## src/rtl/rstpin_pkg.sv

```systemverilog
package rstpin_pkg;

   typedef enum logic [2:0] {
      RS_IDLE      = 3'd0,
      RS_HOLDOFF   = 3'd1,
      RS_ENTER     = 3'd2,
      RS_AWAIT_REL = 3'd3,
      RS_STRETCH   = 3'd4
   } rs_state_e;

   // counter width able to hold 0 .. lim-1, never narrower than one bit
   function automatic int unsigned cnt_w(input int unsigned lim);
      return (lim > 1) ? $clog2(lim) : 1;
   endfunction

endpackage

```

## src/rtl/rstpin_sync.sv

```systemverilog
module rstpin_sync #(
   parameter int unsigned STAGES  = 2,
   parameter logic        RST_VAL = 1'b1
) (
   input  logic clk,
   input  logic rst_n,
   input  logic d_i,
   output logic q_o
);

   logic [STAGES-1:0] chain;

   if (STAGES < 2) begin : g_stage_chk
      $error("rstpin_sync: STAGES must be at least 2");
   end

   for (genvar i = 0; i < STAGES; i++) begin : g_stage
      if (i == 0) begin : g_first
         always_ff @(posedge clk or negedge rst_n) begin
            if (!rst_n) chain[i] <= RST_VAL;
            else        chain[i] <= d_i;
         end
      end else begin : g_next
         always_ff @(posedge clk or negedge rst_n) begin
            if (!rst_n) chain[i] <= RST_VAL;
            else        chain[i] <= chain[i-1];
         end
      end
   end

   assign q_o = chain[STAGES-1];

endmodule

```

## src/rtl/rstpin_tick_cnt.sv

```systemverilog
module rstpin_tick_cnt
   import rstpin_pkg::*;
#(
   parameter int unsigned LIMIT = 4
) (
   input  logic clk,
   input  logic rst_n,
   input  logic clr_i,
   input  logic en_i,
   output logic last_o
);

   localparam int unsigned   W   = cnt_w(LIMIT);
   localparam logic [W-1:0]  TOP = W'(LIMIT - 1);

   logic [W-1:0] cnt;

   if (LIMIT < 1) begin : g_lim_chk
      $error("rstpin_tick_cnt: LIMIT must be at least 1");
   end

   always_ff @(posedge clk or negedge rst_n) begin
      if (!rst_n)       cnt <= '0;
      else if (clr_i)   cnt <= '0;
      else if (en_i)    cnt <= (cnt == TOP) ? '0 : cnt + 1'b1;
   end

   assign last_o = (cnt == TOP);


   cnt_bound_chk: assert property (@(posedge clk) disable iff (!rst_n)
      cnt <= TOP);

endmodule

```

## src/rtl/rstpin_fsm.sv

```systemverilog
module rstpin_fsm
   import rstpin_pkg::*;
(
   input  logic      clk,
   input  logic      rst_n,
   input  logic      req_ok_i,
   input  logic      bus_busy_i,
   input  logic      hold_tmo_i,
   input  logic      pin_hi_i,
   input  logic      stretch_done_i,
   output rs_state_e state_o
);

   rs_state_e st, st_nx;

   always_comb begin
      st_nx = st;
      unique case (st)
         RS_IDLE:      if (req_ok_i)                 st_nx = RS_HOLDOFF;
         RS_HOLDOFF:   if (!bus_busy_i || hold_tmo_i) st_nx = RS_ENTER;
         RS_ENTER:                                   st_nx = RS_AWAIT_REL;
         RS_AWAIT_REL: if (pin_hi_i)                 st_nx = RS_STRETCH;
         RS_STRETCH:   if (stretch_done_i)           st_nx = RS_IDLE;
         default:                                    st_nx = RS_IDLE;
      endcase
   end

   always_ff @(posedge clk or negedge rst_n) begin
      if (!rst_n) st <= RS_IDLE;
      else        st <= st_nx;
   end

   assign state_o = st;


   holdoff_keep_chk: assert property (@(posedge clk) disable iff (!rst_n)
      (st == RS_HOLDOFF && bus_busy_i && !hold_tmo_i) |=> st == RS_HOLDOFF);


   stretch_keep_chk: assert property (@(posedge clk) disable iff (!rst_n)
      (st == RS_STRETCH && !stretch_done_i) |=> st == RS_STRETCH);


   stretch_leave_chk: assert property (@(posedge clk) disable iff (!rst_n)
      (st == RS_STRETCH) |=> (st == RS_STRETCH || st == RS_IDLE));

endmodule

```

## src/rtl/rstpin_ctrl.sv

```systemverilog
module rstpin_ctrl
   import rstpin_pkg::*;
#(
   parameter int unsigned SYNC_STAGES  = 2,
   parameter int unsigned MIN_LOW_CYC  = 4,
   parameter int unsigned BUS_WAIT_CYC = 64,
   parameter int unsigned STRETCH_CYC  = 512
) (
   input  logic clk,
   input  logic rst_n,
   input  logic rst_pin_i,
   input  logic bus_busy_i,
   output logic rst_pin_pull_o,
   output logic sys_rst_o,
   output logic pin_oe_kill_o
);

   if (MIN_LOW_CYC <= SYNC_STAGES) begin : g_width_chk
      $error("rstpin_ctrl: MIN_LOW_CYC must exceed SYNC_STAGES");
   end
   if (BUS_WAIT_CYC < 1) begin : g_wait_chk
      $error("rstpin_ctrl: BUS_WAIT_CYC must be at least 1");
   end
   if (STRETCH_CYC < 1) begin : g_stretch_chk
      $error("rstpin_ctrl: STRETCH_CYC must be at least 1");
   end

   logic      pin_s;
   rs_state_e st;
   logic      low_seen, w_last, req_ok;
   logic      in_hold, hold_last;
   logic      in_stretch, stretch_last;
   logic      in_reset;

   rstpin_sync #(
      .STAGES  (SYNC_STAGES),
      .RST_VAL (1'b1)
   ) u_sync (
      .clk   (clk),
      .rst_n (rst_n),
      .d_i   (rst_pin_i),
      .q_o   (pin_s)
   );

   assign low_seen   = (st == RS_IDLE) && !pin_s;
   assign in_hold    = (st == RS_HOLDOFF);
   assign in_stretch = (st == RS_STRETCH);

   rstpin_tick_cnt #(.LIMIT(MIN_LOW_CYC)) u_width (
      .clk    (clk),
      .rst_n  (rst_n),
      .clr_i  (!low_seen),
      .en_i   (low_seen),
      .last_o (w_last)
   );

   assign req_ok = low_seen && w_last;

   rstpin_tick_cnt #(.LIMIT(BUS_WAIT_CYC)) u_hold (
      .clk    (clk),
      .rst_n  (rst_n),
      .clr_i  (!in_hold),
      .en_i   (in_hold),
      .last_o (hold_last)
   );

   rstpin_tick_cnt #(.LIMIT(STRETCH_CYC)) u_stretch (
      .clk    (clk),
      .rst_n  (rst_n),
      .clr_i  (!in_stretch),
      .en_i   (in_stretch),
      .last_o (stretch_last)
   );

   rstpin_fsm u_fsm (
      .clk            (clk),
      .rst_n          (rst_n),
      .req_ok_i       (req_ok),
      .bus_busy_i     (bus_busy_i),
      .hold_tmo_i     (hold_last),
      .pin_hi_i       (pin_s),
      .stretch_done_i (stretch_last),
      .state_o        (st)
   );

   assign in_reset       = (st == RS_ENTER) || (st == RS_AWAIT_REL) || in_stretch;
   assign sys_rst_o      = in_reset;
   assign pin_oe_kill_o  = in_reset;
   assign rst_pin_pull_o = in_stretch;


   entry_path_chk: assert property (@(posedge clk) disable iff (!rst_n)
      $rose(sys_rst_o) |-> $past(st) == RS_HOLDOFF);


   pull_release_chk: assert property (@(posedge clk) disable iff (!rst_n)
      $rose(rst_pin_pull_o) |-> $past(pin_s));


   stretch_exit_chk: assert property (@(posedge clk) disable iff (!rst_n)
      $fell(rst_pin_pull_o) |-> $fell(sys_rst_o));


   kill_cover_chk: assert property (@(posedge clk) disable iff (!rst_n)
      rst_pin_pull_o |-> (sys_rst_o && pin_oe_kill_o));

endmodule

```

## config.mk

```make
export PLATFORM = sky130hd
export DESIGN_NAME = rstpin_ctrl
export DESIGN_NICKNAME = d
export VERILOG_FILES = /design/src/rtl/rstpin_pkg.sv /design/src/rtl/rstpin_sync.sv /design/src/rtl/rstpin_tick_cnt.sv /design/src/rtl/rstpin_fsm.sv /design/src/rtl/rstpin_ctrl.sv
export SDC_FILE = /design/constraint.sdc
export NUM_CORES = 1
export LEC_CHECK = 0
export CAP_MARGIN = 20
export CELL_PAD_IN_SITES_DETAIL_PLACEMENT = 0
export CELL_PAD_IN_SITES_GLOBAL_PLACEMENT = 1
export CORE_UTILIZATION = 30
export CTS_BUF_LIST = sky130_fd_sc_hd__clkbuf_8
export DETAILED_ROUTE_END_ITERATION = 8
export PLACE_DENSITY_LB_ADDON = 0.25
export SKIP_LAST_GASP = 1
export SLEW_MARGIN = 20
export SYNTH_ARGS = -nofsm -noshare
export SYNTH_HDL_FRONTEND = slang
export SYNTH_HIERARCHICAL = 1
export SYNTH_SLANG_ARGS = --single-unit
```

## constraint.sdc

```tcl
create_clock -name clk -period 2.8 [get_ports clk]
set_input_delay 0.42 -clock clk [delete_from_list [all_inputs] [get_ports clk]]
set_output_delay 0.42 -clock clk [all_outputs]
set_load 0.03 [all_outputs]
```

==> summary.txt <==
Run status
  • Run status: finished clean

Place
  • Port Buffers: 6
  • GP Congestion: 0.719
  • Post-DP HPWL: 1.62 mm
  • DP Area: 0.00129 mm²

Die
  • Die Y: 65.2 µm
  • Die width: 65.2 µm
  • Initial core utilization: 32.0%
  • Num rows: 22
  • Ports: 7
  • Total die area: 0.00425 mm²
  • Core ar.: 0.00374 mm²

Drt
  • Routed Antenna Nets: 0
  • Final wirelength: 2.25 mm
  • # DRC: 0
  • Starting DRT DRC Count: 29
  • Via density: 5.22
  • Routed WL per cell: 13.1 µm
  • Vias: 897
  • First-pass DRT Iterations: 4

Timing
  • Fmax: 0.381 GHz
  • RSZ-0062 raised after global routing: false
  • Setup TNS: 0 ns
  • Worst relative slew slack: 68.9%
  • Clock Skew: 0.00329 ns
  • Final Max Slew Viols: 0
  • Min cycle time layout: 2.62 ns
  • Final period util: 93.7%
  • Final hold vios: 0
  • Pin slew with the least headroom to its limit: 0.462 ns
  • # setup viols final: 0

Finish
  • Area growth syn-to-layout: 12.6%
  • Finished Cell Area: 0.00135 mm²
  • Fin nets: 133
  • Layout Utilization: 36.0%
  • Number of antenna diodes: 0
  • Fill cell count: 406
  • Share of layout cells above drive strength 1: 12.9%

Setup path
  • Critical Path Fanout Max: 11
  • Worst setup SP type: flip-flop
  • Worst setup EP type: output pin
  • Critical Path RT: 2.38 ns
  • Largest stage delay on the critical path: 0.71 ns
  • Slowest CP cell: clkdlybuf4s50_1
  • Crit-path cells: or3b_4, inv_1, clkdlybuf4s50_1
  • Type of the worst setup path: reg2out
  • Critical Path AT: 2.20 ns

Synthesis
  • Seq/Total Area, Yosys: 46.2%
  • Main synth FF type: dfrtp_1
  • #FFs+latches synth: 22
  • FFs w/ async S/R, synth: 100%
  • Synth area leader: dfrtp_1
  • Synth Net Count: 126
  • Synthesized cell area: 0.00120 mm²
  • Post-synth cell types: 43
  • Post-synth top area share: 41.8%
  • Top cells by area, synth: dfrtp_1 42%, dfstp_2 4.4%, ha_1 4.2%
  • Post-synth EDFFs: 0
  • Mean Syn Cell Area: 10.1 µm²
  • Synth warn: 6
  • Cell count after synthesis: 118

Clock network
  • Total CTS buffers: 3
  • Post-CTS Setup Repair Bufs: 0
  • Root Driver: clkbuf_8
  • Cts hold-fix bufs: 0
  • Reg clk slew, reported paths: 0.08 ns
  • CTS tree: done
  • Max clock buf depth: 2
  • CTS HTree Levels: 1
  • Clock sink total: 22
  • Resized Gates After CTS: 0
  • Worst-Skew Late Latency: 0.26 ns

Min path
  • Worst hold path type: reg2reg

Global routing
  • Antenna violations before repair: 0
  • First-pass GRT wire length: 4.08 mm
  • Total Routing Usage GR: 12.4%
  • Vias in the first global route: 901
  • Largest net degree at the start of global routing: 23
  • Total grt overflow: 0

Power and ir drop
  • Pwr/cell area: 700 mW/mm²
  • Max IR drop VDD: 277 µV
  • Leak: 0.532 nW

Run
  • Max Cap Viol: 0
layout by cell type (no fill, tap or decap), types with 2 or more instances in the layout:
master	n
nand4_1	3
o211ai_1	2
and2_1	2
clkdlybuf4s50_1	6
a31oi_1	3
a21oi_1	7
dfrtp_1	20
nand3_1	5
ha_1	4
nand2b_1	2
o311ai_0	2
inv_1	6
clkbuf_8	4
xor2_1	3
o21ai_0	3
nor2_1	9
nand2_1	8
nor2b_1	2
or4_1	3
mux2i_1	4
dfstp_2	2
and3_1	2
nor4_2	2
path summary, 6_finish.rpt:
check                                 start               end  slack (ns)  depth (start not counted)
setup / recovery           u_fsm/state_o[1]    rst_pin_pull_o        0.18                          3
hold / removal              u_sync/chain[0]        u_sync/q_o        0.36                          0
setup reg to reg           u_fsm/state_o[1]  u_stretch/cnt[7]        0.69                          5
hold reg to reg             u_sync/chain[0]        u_sync/q_o        0.36                          0
max in group asynchronous             rst_n   u_sync/chain[0]        2.01                          2
min in group asynchronous             rst_n    u_width/cnt[1]        0.51                          2
through the flow:
| step | setup slack, ns | total power [mW] | hold WS [ns] | instances |
|---|---|---|---|---|
| 2_1_floorplan | 0.790 | 0.665 | 0.124 | 118 |
| 3_3_place_gp | 0.508 | 0.719 | 0.346 | 168 |
| 3_5_place_dp | 0.456 | 0.729 | 0.348 | 168 |
| 4_1_cts | 0.155 | 0.963 | 0.361 | 172 |
| 5_1_grt | 0.0853 | 1.01 | 0.364 | 172 |
| 6_report | 0.177 | 0.945 | 0.358 | 172 |
routing by layer:
| layer | vias up | part of all wire, % | track usage (%) |
|---|---|---|---|
| met1 | 441 | 47 | 15.5 |
| li1 | 445 | - | - |
| met5 | - | 0 | 0 |
| met4 | 0 | 0.85 | 2.45 |
| met2 | 9 | 49 | 20.9 |
| met3 | 2 | 3.2 | 4.17 |
worst max-delay path: cells and delay by family, from the launching register on:
kind | cells | cell delay [ns]
buffers and inverters | 2 | 0.92
and+or+nand+nor | 1 | 0.51
DFF | 1 | 0.50
power by group:
part           switching, mW  internal (mW)  leakage, nW
Combinational          0.179          0.129        0.207
Sequential            0.0609          0.349        0.296
Clock                  0.102          0.125       0.0288
Total                  0.341          0.604        0.532
layout make-up:
cell class	instances	area (µm²)	area share, %
clock buffers	4	55.1	4.08
inverters	6	22.5	1.67
multi-input cells	85	591	43.8
flip-flops and latches	22	553	41.0
well taps	48	60.1	4.45
repair buffers	7	67.6	5.01
flip-flops by register name (all words and copies together) (netlist names):
signal         cells
u_stretch/cnt      9
u_sync/chain       1
u_fsm/state_o      3
u_sync/q_o         1
u_width/cnt        2
u_hold/cnt         6
cells in the mapped netlist (all sizes together), types with 2 or more instances:
cell type and number:
nand2b 2, a21oi 8, mux2i 4, and3 3
o311ai 2, or3b 2, inv 6, a31oi 3
o211ai 2, dfrtp 20, nor4 2, nor2 9
or4 3, o21ai 4, nand2 8, nand4 4
nor2b 2, clkbuf 2, ha 4, xor2 3
or3 2, dfstp 2, and2 2, buf 3
nand3 5
logic make-up after synthesis:
family	share of synthesized area (%)
AO/OA/AOI/OAI	15.0
AND/OR/NAND/NOR	24.6
XOR/XNOR	2.19
adder cells (fa/ha/maj)	4.18
buffers and inverters	4.49
flip-flops	46.2
multiplexers	3.34
(Power assumes the default switching activity.)
